[config.mk]
export PLATFORM = sky130hd
export DESIGN_NAME = rxdet_poll_ctrl
export DESIGN_NICKNAME = d
export VERILOG_FILES = /design/src/rtl/rxdet_pkg.sv /design/src/rtl/rxdet_edge.sv /design/src/rtl/rxdet_seq.sv /design/src/rtl/rxdet_poll_gate.sv /design/src/rtl/rxdet_poll_ctrl.sv
export SDC_FILE = /design/constraint.sdc
export NUM_CORES = 1
export LEC_CHECK = 0
export ABC_CLOCK_PERIOD_IN_PS = 3000
export CORE_UTILIZATION = 45
export CTS_BUF_LIST = sky130_fd_sc_hd__clkbuf_8
export DETAILED_ROUTE_END_ITERATION = 6
export DONT_BUFFER_PORTS = 1
export GPL_TIMING_DRIVEN = 0
export HOLD_SLACK_MARGIN = 0.15
export SYNTH_ARGS = -nofsm -noshare
export SYNTH_HDL_FRONTEND = slang
export SYNTH_SLANG_ARGS = --single-unit
[constraint.sdc]
create_clock -name clk -period 3 [get_ports clk]
set_input_delay 0.3 -clock clk [delete_from_list [all_inputs] [get_ports clk]]
set_output_delay 0.3 -clock clk [all_outputs]
set_load 0.03 [all_outputs]
[src/rtl/rxdet_pkg.sv]
// Shared encodings for the receiver detection scheduler.
package rxdet_pkg;
    // Link state as seen by the scheduler.
    typedef enum logic [1:0] {
        LS_OTHER = 2'b00,
        LS_RXDET = 2'b01,
        LS_U2    = 2'b10,
        LS_U3    = 2'b11
    } link_st_e;

    // Sequencer states.
    typedef enum logic [1:0] {
        SQ_IDLE = 2'b00,
        SQ_REQ  = 2'b01,
        SQ_WAIT = 2'b10
    } seq_st_e;
endpackage

[src/rtl/rxdet_edge.sv]
// Rising-edge detector for a level input.
// Assumes the level is already in the clock domain. The output is
// combinational from the input and one stored sample.
module rxdet_edge #(
    parameter int W = 1
) (
    input  logic         clk,
    input  logic         rst_n,
    input  logic [W-1:0] lvl,
    output logic [W-1:0] rise
);
    logic [W-1:0] prev_q;

    // Keep the previous sample of the level.
    always_ff @(posedge clk) begin
        if (!rst_n) prev_q <= '0;
        else        prev_q <= lvl;
    end

    assign rise = lvl & ~prev_q;
endmodule

[src/rtl/rxdet_seq.sv]
// Detection sequencer: decides when to request a probe, and handles
// skip, abort, manual start and the retry timeout.
// Assumes det_done is a strobe that is meaningful only while det_req is high.
module rxdet_seq
    import rxdet_pkg::*;
#(
    parameter int TIMEOUT_CYC = 1500000
) (
    input  logic       clk,
    input  logic       rst_n,
    input  logic [1:0] link_state,
    input  logic       rx_elec_idle,
    input  logic       exit_lfps,
    input  logic       det_done,
    input  logic       det_present,
    input  logic       cfg_skip,
    input  logic       cfg_abort_u2,
    input  logic       cfg_manual_only,
    input  logic       man_rise,
    output logic       det_req,
    output logic       det_valid,
    output logic       far_present,
    output logic       det_cmpl
);
    localparam int TMR_W = $clog2(TIMEOUT_CYC + 1);
    localparam logic [TMR_W-1:0] TMR_LOAD = TMR_W'(TIMEOUT_CYC - 1);

    seq_st_e          state_q;
    logic [TMR_W-1:0] tmr_q;
    logic             req_manual_q;
    logic             valid_q;
    logic             far_q;

    logic in_rxdet, in_u2, in_u3, in_other, man_state;
    logic auto_ok, man_go, skip_now, abort_now;
    seq_st_e after_st;

    // Decode the link state and the start, skip and abort conditions.
    always_comb begin
        in_rxdet  = (link_state == LS_RXDET);
        in_u2     = (link_state == LS_U2);
        in_u3     = (link_state == LS_U3);
        in_other  = (link_state == LS_OTHER);
        man_state = in_rxdet | in_u3;
        auto_ok   = (man_state & ~cfg_manual_only) | in_u2;
        man_go    = man_state & cfg_manual_only & man_rise;
        skip_now  = cfg_skip & ~rx_elec_idle;
        abort_now = cfg_abort_u2 & in_u2 & exit_lfps;
        after_st  = req_manual_q ? SQ_IDLE : SQ_WAIT;
        det_cmpl  = (state_q == SQ_REQ) & det_done & ~abort_now & ~in_other;
    end

    // Sequencer state, retry timer and result registers.
    always_ff @(posedge clk) begin
        if (!rst_n) begin
            state_q      <= SQ_IDLE;
            tmr_q        <= '0;
            req_manual_q <= 1'b0;
            valid_q      <= 1'b0;
            far_q        <= 1'b0;
        end else begin
            valid_q <= 1'b0;
            case (state_q)
                SQ_IDLE: begin
                    if (man_go) begin
                        state_q      <= SQ_REQ;
                        req_manual_q <= 1'b1;
                    end else if (auto_ok) begin
                        req_manual_q <= 1'b0;
                        if (skip_now) begin
                            state_q <= SQ_WAIT;
                            tmr_q   <= TMR_LOAD;
                        end else begin
                            state_q <= SQ_REQ;
                        end
                    end
                end
                SQ_REQ: begin
                    if (in_other) begin
                        state_q <= SQ_IDLE;
                    end else if (abort_now) begin
                        state_q <= after_st;
                        tmr_q   <= TMR_LOAD;
                    end else if (det_done) begin
                        valid_q <= 1'b1;
                        far_q   <= det_present;
                        state_q <= after_st;
                        tmr_q   <= TMR_LOAD;
                    end
                end
                SQ_WAIT: begin
                    if (in_other || tmr_q == '0) state_q <= SQ_IDLE;
                    else                         tmr_q   <= tmr_q - 1'b1;
                end
                default: state_q <= SQ_IDLE;
            endcase
        end
    end

    assign det_req     = (state_q == SQ_REQ);
    assign det_valid   = valid_q;
    assign far_present = far_q;
endmodule

[src/rtl/rxdet_poll_gate.sv]
// Polling start gate: holds polling off for a settling delay after each
// completed probe, unless the delay is disabled.
// Assumes det_cmpl is high for one cycle on the completing edge.
module rxdet_poll_gate #(
    parameter int POLL_DELAY_CYC = 50000
) (
    input  logic clk,
    input  logic rst_n,
    input  logic in_rxdet,
    input  logic det_cmpl,
    input  logic far_present,
    input  logic cfg_no_poll_delay,
    output logic poll_start_en
);
    localparam int CNT_W = $clog2(POLL_DELAY_CYC + 1);
    localparam logic [CNT_W-1:0] CNT_LOAD = CNT_W'(POLL_DELAY_CYC);

    logic [CNT_W-1:0] cnt_q;

    // Load on completion, count down, clear outside Rx.Detect.
    always_ff @(posedge clk) begin
        if (!rst_n)            cnt_q <= '0;
        else if (!in_rxdet)    cnt_q <= '0;
        else if (det_cmpl)     cnt_q <= CNT_LOAD;
        else if (cnt_q != '0)  cnt_q <= cnt_q - 1'b1;
    end

    assign poll_start_en = in_rxdet & far_present & (cfg_no_poll_delay | (cnt_q == '0));
endmodule

[src/rtl/rxdet_poll_ctrl.sv]
// Top: receiver detection scheduler with polling start gate for a
// downstream port. Runs on the 8 ns link clock, synchronous active-low reset.
// Assumes all inputs are synchronous to clk.
module rxdet_poll_ctrl
    import rxdet_pkg::*;
#(
    parameter int TIMEOUT_CYC    = 1500000,
    parameter int POLL_DELAY_CYC = 50000
) (
    input  logic       clk,
    input  logic       rst_n,
    input  logic [1:0] link_state,
    input  logic       rx_elec_idle,
    input  logic       exit_lfps,
    input  logic       det_done,
    input  logic       det_present,
    input  logic       cfg_skip,
    input  logic       cfg_abort_u2,
    input  logic       cfg_manual_start,
    input  logic       cfg_manual_only,
    input  logic       cfg_no_poll_delay,
    output logic       det_req,
    output logic       det_valid,
    output logic       far_present,
    output logic       poll_start_en
);
    logic man_rise;
    logic det_cmpl;
    logic in_rxdet;

    assign in_rxdet = (link_state == LS_RXDET);

    rxdet_edge #(.W(1)) u_edge (
        .clk   (clk),
        .rst_n (rst_n),
        .lvl   (cfg_manual_start),
        .rise  (man_rise)
    );

    rxdet_seq #(.TIMEOUT_CYC(TIMEOUT_CYC)) u_seq (
        .clk             (clk),
        .rst_n           (rst_n),
        .link_state      (link_state),
        .rx_elec_idle    (rx_elec_idle),
        .exit_lfps       (exit_lfps),
        .det_done        (det_done),
        .det_present     (det_present),
        .cfg_skip        (cfg_skip),
        .cfg_abort_u2    (cfg_abort_u2),
        .cfg_manual_only (cfg_manual_only),
        .man_rise        (man_rise),
        .det_req         (det_req),
        .det_valid       (det_valid),
        .far_present     (far_present),
        .det_cmpl        (det_cmpl)
    );

    rxdet_poll_gate #(.POLL_DELAY_CYC(POLL_DELAY_CYC)) u_poll (
        .clk               (clk),
        .rst_n             (rst_n),
        .in_rxdet          (in_rxdet),
        .det_cmpl          (det_cmpl),
        .far_present       (far_present),
        .cfg_no_poll_delay (cfg_no_poll_delay),
        .poll_start_en     (poll_start_en)
    );
endmodule

==> results of run 1 <==
[power by group through the flow]
stage,registers [W],logic [W],clock network (W)
3_5_place_dp,0.000838,0.00190,0
6_report,0.000828,0.00195,0.000354
4_1_cts,0.000828,0.00196,0.000371
3_3_place_gp,0.000839,0.00191,0
2_1_floorplan,0.000809,0.00160,0
5_1_grt,0.000848,0.00218,0.000394
[synth_stat cells (all sizes together) (2+ instances only)]
| cell | count | area share [%] |
|---|---|---|
| nor3 | 15 | 3.2 |
| nand3 | 10 | 2.1 |
| nand2 | 16 | 2.5 |
| nand4 | 3 | 0.79 |
| o211a | 2 | 0.84 |
| and2 | 3 | 0.79 |
| buf | 8 | 2.2 |
| a211oi | 2 | 0.63 |
| a311oi | 7 | 2.6 |
| nand2b | 5 | 1.3 |
| dfxtp | 43 | 36 |
| xnor2 | 8 | 3.0 |
| a41o | 3 | 1.3 |
| o31ai | 6 | 1.9 |
| a41oi | 2 | 0.74 |
| nor4b | 3 | 1.1 |
| nor2 | 32 | 5.4 |
| clkbuf | 5 | 0.79 |
| o21a | 9 | 2.8 |
| xor2 | 2 | 0.74 |
| or2 | 3 | 0.79 |
| a21boi | 2 | 0.63 |
| or4b | 3 | 1.3 |
| inv | 10 | 1.6 |
| a2111oi | 4 | 2.3 |
| nand4b | 2 | 0.74 |
| or4 | 4 | 1.3 |
| or3 | 5 | 1.5 |
| ha | 3 | 1.6 |
| a31oi | 4 | 1.1 |
| a21o | 3 | 0.95 |
| nor2b | 2 | 0.53 |
| o21ai | 7 | 1.5 |
| a21oi | 15 | 3.2 |
| o221ai | 3 | 1.9 |
| nor4 | 7 | 2.1 |
[worst paths after layout]
kind	end	slack (ps)
setup / recovery	poll_start_en	160
hold reg to reg	u_seq.tmr_q[12]	490
setup reg to reg	u_seq.tmr_q[15]	430
hold / removal	u_seq.state_q[1]	240
[flip-flops by register name (all words and copies together) (netlist names)]
register / flops
u_edge.prev_q: 1
u_poll.cnt_q: 16
u_seq.det_valid: 1
u_seq.far_present: 1
u_seq.req_manual_q: 1
u_seq.state_q: 2
u_seq.tmr_q: 21
[cells by family after synthesis]
kind of cell	after synthesis	share of synthesized area (%)
muxes	1	0.4222
DFF	43	36.31
buffers and inverters	23	4.538
and+or+nand+nor	119	27.65
adders and majority gates	3	1.583
AOI/OAI and AO/OA	78	25.80
xor gates and xnor gates	10	3.694
[per-layer routing]
layer	track usage, %	up-vias	share of wire (%)
met3	4.472	10	4.0
met4	9.015	0	2.0
met5	0	-	0
met1	27.02	997	46
li1	-	1069	-
met2	36.04	47	48
[per-stage QoR]
step | worst slack (ps) | area [um^2] | utilization, % | hold WS [ps]
finish | 161.5 | 2574 | 50.71 | 243.6
global route | 11.34 | 2574 | 50.71 | 245.9
CTS | 32.41 | 2571 | 50.67 | 236.3
detailed placement | 200.8 | 2459 | 48.45 | 435.6
global placement | 189.9 | 2459 | 48.45 | 424.5
floorplan | 485.4 | 2371 | - | 421.7
[repair_timing]
action | in CTS | in global routing
gates resized for setup | 1 | 1
endpoints found under the hold margin | 2 | 0
hold buffers | 2 | 0
setup endpoints to repair | 1 | 1
[cell type report]
class	instances	area (um^2)	area share, %
well taps	70	87.58	3.403
clock inverters	3	15.01	0.5834
clock buffers	5	68.82	2.674
multi-input cells	211	1414	54.93
plain buffers	13	70.07	2.722
repair buffers	2	20.02	0.7778
flip-flops and latches	43	860.8	33.45
inverters	10	37.54	1.458
==> reports/qor.csv, run 1 <==
metric,value,unit
crit_path_max_incr_delay,580,ps
postRouteWirelength,5.438,mm
final_cell_mix,"43 x dfxtp_1, 30 x nor2_1, 16 x nand2_1, 15 x a21oi_1, 15 x nor3_1",
seq_power_share,26.4,%
cp_num_buf_inv,2,
drv_slew,0,
fin_setup_tns,0,ps
numCtsBuffers,5,
grt_setup_unrepaired,no,
syn-num-nets,293,
drive_gt1_share,10.45,%
clock_latency,290,ps
setup_viol,0,
nets,302,
ir_worst_vdd,0.5763,mV
cts.clk_slew.worst_paths,80,ps
synth_ff_type,dfxtp_1,
viasPerCell,5.947,
cp_top_family,simple AND/OR/NAND/NOR gates,
syn_to_final_growth,8.549,%
die_x,74.59,um
internal_power,0.001731,W
cts_tree,done,
grt_max_degree,14,
placementRows,26,
start_util,46.72,%
p_leak,0.9293,nW
relSlewSlack,49.20,%
netlist_area,2371,um^2
n_fill_cell,502,
reg2reg_depth,6,
drt_iter0_markers,83,
grt_usage,21.58,%
netSwitchingFraction,44.80,%
grt.overflow.total,0,
worstSetupStartpoint,u_poll.cnt_q[0],
core_area,5075,um^2
dr.pass1.iters,4,
htreeDepth,2,
cp.required,2700,ps
drc,0,
wire_per_inst,15.23,um
worst_pin_slew,751.5,ps
antenna_found_initial,0,
avgSynthCellArea,8.560,um^2
synth-async-reset-ratio,0,%
die-area,5563,um^2
hp-start,det_done,
clockBufferDepth,2,
clkPwrFrac,11.3,%
synth-edff-count,0,
worstPathArrival,2540,ps
layout_commonest_cell,dfxtp_1,
hp-class,primary input to flop,
powerDensity,1218,nW/um^2
final_cells,357,
min_period,2838,ps
clock-root-buffer,clkbuf_8,
crit_type,flop to output port,
cts_sinks,43,
fmax,352.3,MHz
die_h,74.59,um
io_pins,17,
crit_chain,"inv_1, ha_1, or4b_2, clkbuf_1, nor4_4, a21oi_1, nor2_2",
worst_setup_path_start_kind,flop,
grt_pass1_vias,1874,
critical_path.max_fanout,8,
n_antenna_cell,0,
portBuffers,0,
period_share,94.62,%
yosysUniqueCellTypes,59,
hold_violations,0,
syn_inst,277,
antenna_left,0,
crit_path_end_kind,output port,
finalPower,0.003135,W
whs_path_depth,2,
status,finished clean,
numPlacedInstances,347,
timing.rr.start,u_seq.tmr_q[14],
synth_seq_cells,43,
cpMaxStageDelayCell,or4b_2,
switchingPower,0.001404,W
vias,2123,
dp_hpwl,3.920,mm
cp_num_cells,7,
gp_congestion,0.8749,
postCtsSetupRepairBufs,0,
grt_first_pass_wirelength,8.894,mm
seq_area_frac_synth,36.31,%
yosysWarnings,0,
skew,3.946,ps
pwr-share-comb,62.3,%
maxCapViolations,0,
Note: power is estimated with default switching activity, not from simulation.
==> run 2, diff against run 1 <==
CTS_CLUSTER_SIZE = 16   (was not set)
PLACE_DENSITY = 0.65   (was not set)
==> run 2 against run 1 <==
Compared with the run above: fmax fell by 1.1%; via count rose by 1.5%; sequential share of layout area fell by 0.56 points; hold slack got worse by 7.4 ps.
==> reports/qor.csv, run 2 (same netlist as run 1, synthesis figures left out) <==
metric,value,unit,change
pre_cts_slack,157.5,ps,was 200.8 ps
wire_per_inst,15.28,um,was 15.23 um
grt_usage,21.62,%,was 21.58%
nets,304,,was 302
drv_slew,0,,unchanged
reg.largest.list,"u_seq.tmr_q x21, u_poll.cnt_q x16, u_seq.state_q x2",,unchanged
core_area,5075,um^2,unchanged
final_cell_mix,"43 x dfxtp_1, 30 x nor2_1, 16 x nand2_1, 15 x a21oi_1, 15 x nor3_1",,unchanged
n_fill_cell,486,,was 502
die_h,74.59,um,unchanged
grt.overflow.total,0,,unchanged
ir_worst_vdd,0.9331,mV,was 0.5763 mV
grt_setup_unrepaired,no,,unchanged
clock-root-buffer,clkbuf_8,,unchanged
n_antenna_cell,0,,unchanged
hp-class,primary input to flop,,unchanged
dr.pass1.iters,4,,unchanged
worstPathArrival,2570,ps,was 2540 ps
clockBufferDepth,2,,unchanged
cts_tree,done,,unchanged
cp.required,2700,ps,about the same
antenna_left,0,,unchanged
clock_latency,300,ps,was 290 ps
die_x,74.59,um,unchanged
gp_congestion,0.8753,,was 0.8749
critical_path.max_fanout,6,,was 8
postRouteWirelength,5.487,mm,was 5.438 mm
drt_iter0_markers,104,,was 83
viasPerCell,6.003,,was 5.947
die-area,5563,um^2,unchanged
finalWorstSetupSlack,130.9,ps,was 161.5 ps
dp_hpwl,3.910,mm,was 3.920 mm
skew,9.570,ps,was 3.946 ps
crit_path_end_kind,output port,,unchanged
layout_commonest_cell,dfxtp_1,,unchanged
crit_type,flop to output port,,unchanged
syn_to_final_growth,10.40,%,was 8.549%
drive_gt1_share,11.07,%,was 10.45%
grt_first_pass_wirelength,9.170,mm,was 8.894 mm
whs_path_depth,2,,unchanged
powerDensity,1290,nW/um^2,was 1218 nW/um^2
hold_violations,0,,unchanged
reg2reg_depth,6,,unchanged
setup_viol,0,,unchanged
start_util,46.72,%,unchanged
worst_setup_path_start_kind,flop,,unchanged
min_period,2869,ps,was 2838 ps
cts_sinks,43,,unchanged
htreeDepth,2,,unchanged
placementRows,26,,unchanged
status,finished clean,,unchanged
timing.hold.ws,236.3,ps,was 243.6 ps
maxCapViolations,0,,unchanged
largest_reg_flops,21,,unchanged
cts.clk_slew.worst_paths,90,ps,was 80 ps
vias,2155,,was 2123
grt_max_degree,15,,was 14
io_pins,17,,unchanged
portBuffers,0,,unchanged
relSlewSlack,48.50,%,was 49.20%
regMostFlops,u_seq.tmr_q,,unchanged
drc,0,,unchanged
worst_pin_slew,769.1,ps,was 751.5 ps
p_leak,0.9485,nW,was 0.9293 nW
grt_pass1_vias,2002,,was 1874
period_share,95.64,%,was 94.62%
antenna_found_initial,0,,unchanged
fmax,348.5,MHz,was 352.3 MHz
numCtsBuffers,5,,unchanged
fin_setup_tns,0,ps,unchanged
==> run 2: critical path, stage by stage (launching register included) <==
cell	delay, ps
dfxtp_1	350
inv_1	60
ha_1	200
or4b_2	590
clkbuf_1	230
nor4_4	390
a21oi_1	130
nor2_2	320
==> run 2: layout make-up <==
cell class,count,area (um^2),share of cell area (%)
multi-input cells,211,1414,54.02
clock inverters,3,43.79,1.673
well taps,70,87.58,3.346
clock buffers,5,68.82,2.629
inverters,10,37.54,1.434
repair buffers,4,35.03,1.338
flip-flops and latches,43,860.8,32.89
plain buffers,13,70.07,2.677
==> run 2: worst paths after layout <==
path / start / end / slack [ps]
setup / recovery: u_poll.cnt_q[0] / poll_start_en / 130
hold / removal: det_done / u_seq.state_q[1] / 240
setup reg to reg: u_seq.tmr_q[14] / u_seq.tmr_q[1] / 290
hold reg to reg: u_poll.cnt_q[8] / u_poll.cnt_q[8] / 500
==> run 2: timing repair <==
action | CTS | global route
hold buffers | 2 | 0
gates resized for setup | 2 | 0
pin swaps | 0 | 1
endpoints found under the setup margin | 1 | 1
setup buffers | 0 | 2
hold endpoints to repair | 2 | 0
==> run 2: per-stage QoR <==
step	total power (W)	util, %	std cells	cell area [um^2]
4_1_cts	0.003262	51.28	357	2603
2_1_floorplan	0.002414	-	277	2371
3_5_place_dp	0.002748	48.45	347	2459
3_3_place_gp	0.002745	48.45	347	2459
5_1_grt	0.003667	51.58	359	2618
6_report	0.003378	51.58	359	2618
==> run 2: where the power goes <==
group | total, W | switching [W] | leakage, nW | internal [W]
sequential | 0.000830 | 0.000133 | 0.351 | 0.000698
clock | 0.000454 | 0.000206 | 0.0581 | 0.000248
combinational | 0.00209 | 0.00111 | 0.539 | 0.000988
total | 0.00338 | 0.00144 | 0.949 | 0.00193
==> run 2: per-layer routing <==
layer	part of all wire (%)	track usage [%]	routed length [um]
met1	45	26.43	2492
met2	48	36.84	2661
met3	4.1	3.930	224
met4	2.0	9.853	108
met5	0	0	0
==> run 3, diff against run 2 <==
ABC_CLOCK_PERIOD_IN_PS = 2800   (was 3000)
clock period = 2.8 ns   (was 3 ns; I/O delays follow)
==> run 3 against run 2 <==
Compared with the run above: clock skew rose by 2.5 ps; final area fell by 0.24%; total power rose by 5.3%; via count rose by 0.46%; critical path depth fell by 1; utilization fell by 0.12 points; routed wire length barely moved; register-to-register slack got worse by 180 ps; flip-flop and latch count did not move; count of clock-buffer cells in the layout did not move; largest power group unchanged.
==> reports/qor.csv, run 3 (same netlist as run 1, synthesis figures left out) <==
metric,value,unit,change
timing.hold.ws,215.9,ps,was 236.3 ps
grt_max_degree,15,,unchanged
grt_setup_unrepaired,no,,unchanged
wire_per_inst,15.36,um,was 15.28 um
grt_first_pass_wirelength,9.197,mm,was 9.170 mm
worstPathArrival,2890,ps,was 2570 ps
clock_latency,310,ps,was 300 ps
drive_gt1_share,10.80,%,was 11.07%
vias,2165,,was 2155
skew,12.10,ps,was 9.570 ps
drv_slew,0,,unchanged
final_cell_mix,"43 x dfxtp_1, 30 x nor2_1, 16 x nand2_1, 15 x a21oi_1, 15 x nor3_1",,unchanged
r2r_slack,110,ps,was 290 ps
grt.overflow.total,0,,unchanged
finalPower,0.003558,W,was 0.003378 W
die-area,5563,um^2,unchanged
hold_violations,0,,unchanged
postPlaceCellArea,2459,um^2,unchanged
crit_path_end_kind,flop,,was output port
start_util,46.72,%,unchanged
portBuffers,0,,unchanged
crit_path_max_incr_delay,670,ps,was 590 ps
io_pins,17,,unchanged
n_antenna_cell,0,,unchanged
crit_type,flop to flop,,was flop to output port
cp.required,3000,ps,was 2700 ps
dr.pass1.iters,5,,was 4
syn_to_final_growth,10.13,%,was 10.40%
ir_worst_vdd,0.7775,mV,was 0.9331 mV
cp_top_family,simple AND/OR/NAND/NOR gates,,unchanged
gp_congestion,0.8753,,unchanged
reg.largest.list,"u_seq.tmr_q x21, u_poll.cnt_q x16, u_seq.state_q x2",,unchanged
viasPerCell,6.064,,was 6.003
cpMaxStageDelayCell,nor4_1,,was or4b_2
drt_iter0_markers,95,,was 104
hp-class,primary input to flop,,unchanged
htreeDepth,2,,unchanged
fin_setup_tns,0,ps,unchanged
min_period,2691,ps,
layout_commonest_cell,dfxtp_1,,unchanged
setup_viol,0,,unchanged
status,finished clean,,unchanged
worst_pin_slew,758.2,ps,was 769.1 ps
clockBufferDepth,2,,unchanged
worst_setup_path_start_kind,flop,,unchanged
regMostFlops,u_seq.tmr_q,,unchanged
die_x,74.59,um,unchanged
maxCapViolations,0,,unchanged
top_usage_layer,met2,,unchanged
powerDensity,1363,nW/um^2,was 1290 nW/um^2
dp_hpwl,3.910,mm,unchanged
cts_sinks,43,,unchanged
die_h,74.59,um,unchanged
critical_path.max_fanout,10,,was 6
drc,0,,unchanged
antenna_found_initial,0,,unchanged
relSlewSlack,49.23,%,was 48.50%
nets,302,,was 304
clock-root-buffer,clkbuf_8,,unchanged
grtUsageMet3,4.065,%,was 3.930%
grt_usage,21.68,%,was 21.62%
antenna_left,0,,unchanged
period_share,96.11,%,
postRouteWirelength,5.482,mm,was 5.487 mm
numCtsBuffers,5,,unchanged
crit_chain,"nor4_1, nand4_1, a2111oi_4, nor2_4, buf_6, o211a_1",,"was inv_1, ha_1, or4b_2, clkbuf_1, nor4_4, a21oi_1, nor2_2"
grt_pass1_vias,2018,,was 2002
largest_reg_flops,21,,unchanged
cts.clk_slew.worst_paths,90,ps,about the same
final_area,2611,um^2,was 2618 um^2
p_leak,0.9420,nW,was 0.9485 nW
grt.met2_usage,36.74,%,was 36.84%
fmax,371.6,MHz,
cp_num_buf_inv,1,,was 2
cts_tree,done,,unchanged
placementRows,26,,unchanged
core_area,5075,um^2,unchanged
met1_usage,26.35,%,was 26.43%
[run 3: timing repair]
item,in CTS,in global routing
hold buffers,2,0
pin swaps,1,1
hold endpoints to repair,2,0
setup endpoints to repair,1,1
resized for setup,2,1
setup buffers,1,0
[run 3: stage by stage]
step,setup WS (ps),instances,utilization [%]
6_report,108.8,357,51.45
5_1_grt,30.50,357,51.45
4_1_cts,15.58,358,51.43
3_5_place_dp,-22.46,347,48.45
3_3_place_gp,-32.31,347,48.45
2_1_floorplan,305.4,277,-
[run 3: report_power, final]
group / total, W / switching, W / internal [W]
combinational: 0.00218 / 0.00118 / 0.00100
sequential: 0.000889 / 0.000142 / 0.000748
clock: 0.000489 / 0.000224 / 0.000266
[run 3: final cells by class]
class                   instances  area [um^2]
fillers                       485         2464
multi-input cells             211         1419
flip-flops and latches         43        860.8
well taps                      70        87.58
clock buffers                   5        68.82
plain buffers                  12        66.31
clock inverters                 3        43.79
inverters                      10        37.54
repair buffers                  3        27.53
[run 3: layer usage]
layer | share of wire [%] | up-vias
li1 | - | 1067
met2 | 49 | 53
met4 | 2.4 | 0
met3 | 3.3 | 15
met5 | 0 | -
met1 | 45 | 1030
[run 3: worst paths after layout]
check,startpoint,to,cells past startpoint
setup / recovery,u_seq.tmr_q[14],u_seq.tmr_q[1],6
setup reg to reg,u_seq.tmr_q[14],u_seq.tmr_q[1],6
hold reg to reg,u_poll.cnt_q[8],u_poll.cnt_q[8],2
hold / removal,det_done,u_seq.state_q[1],2
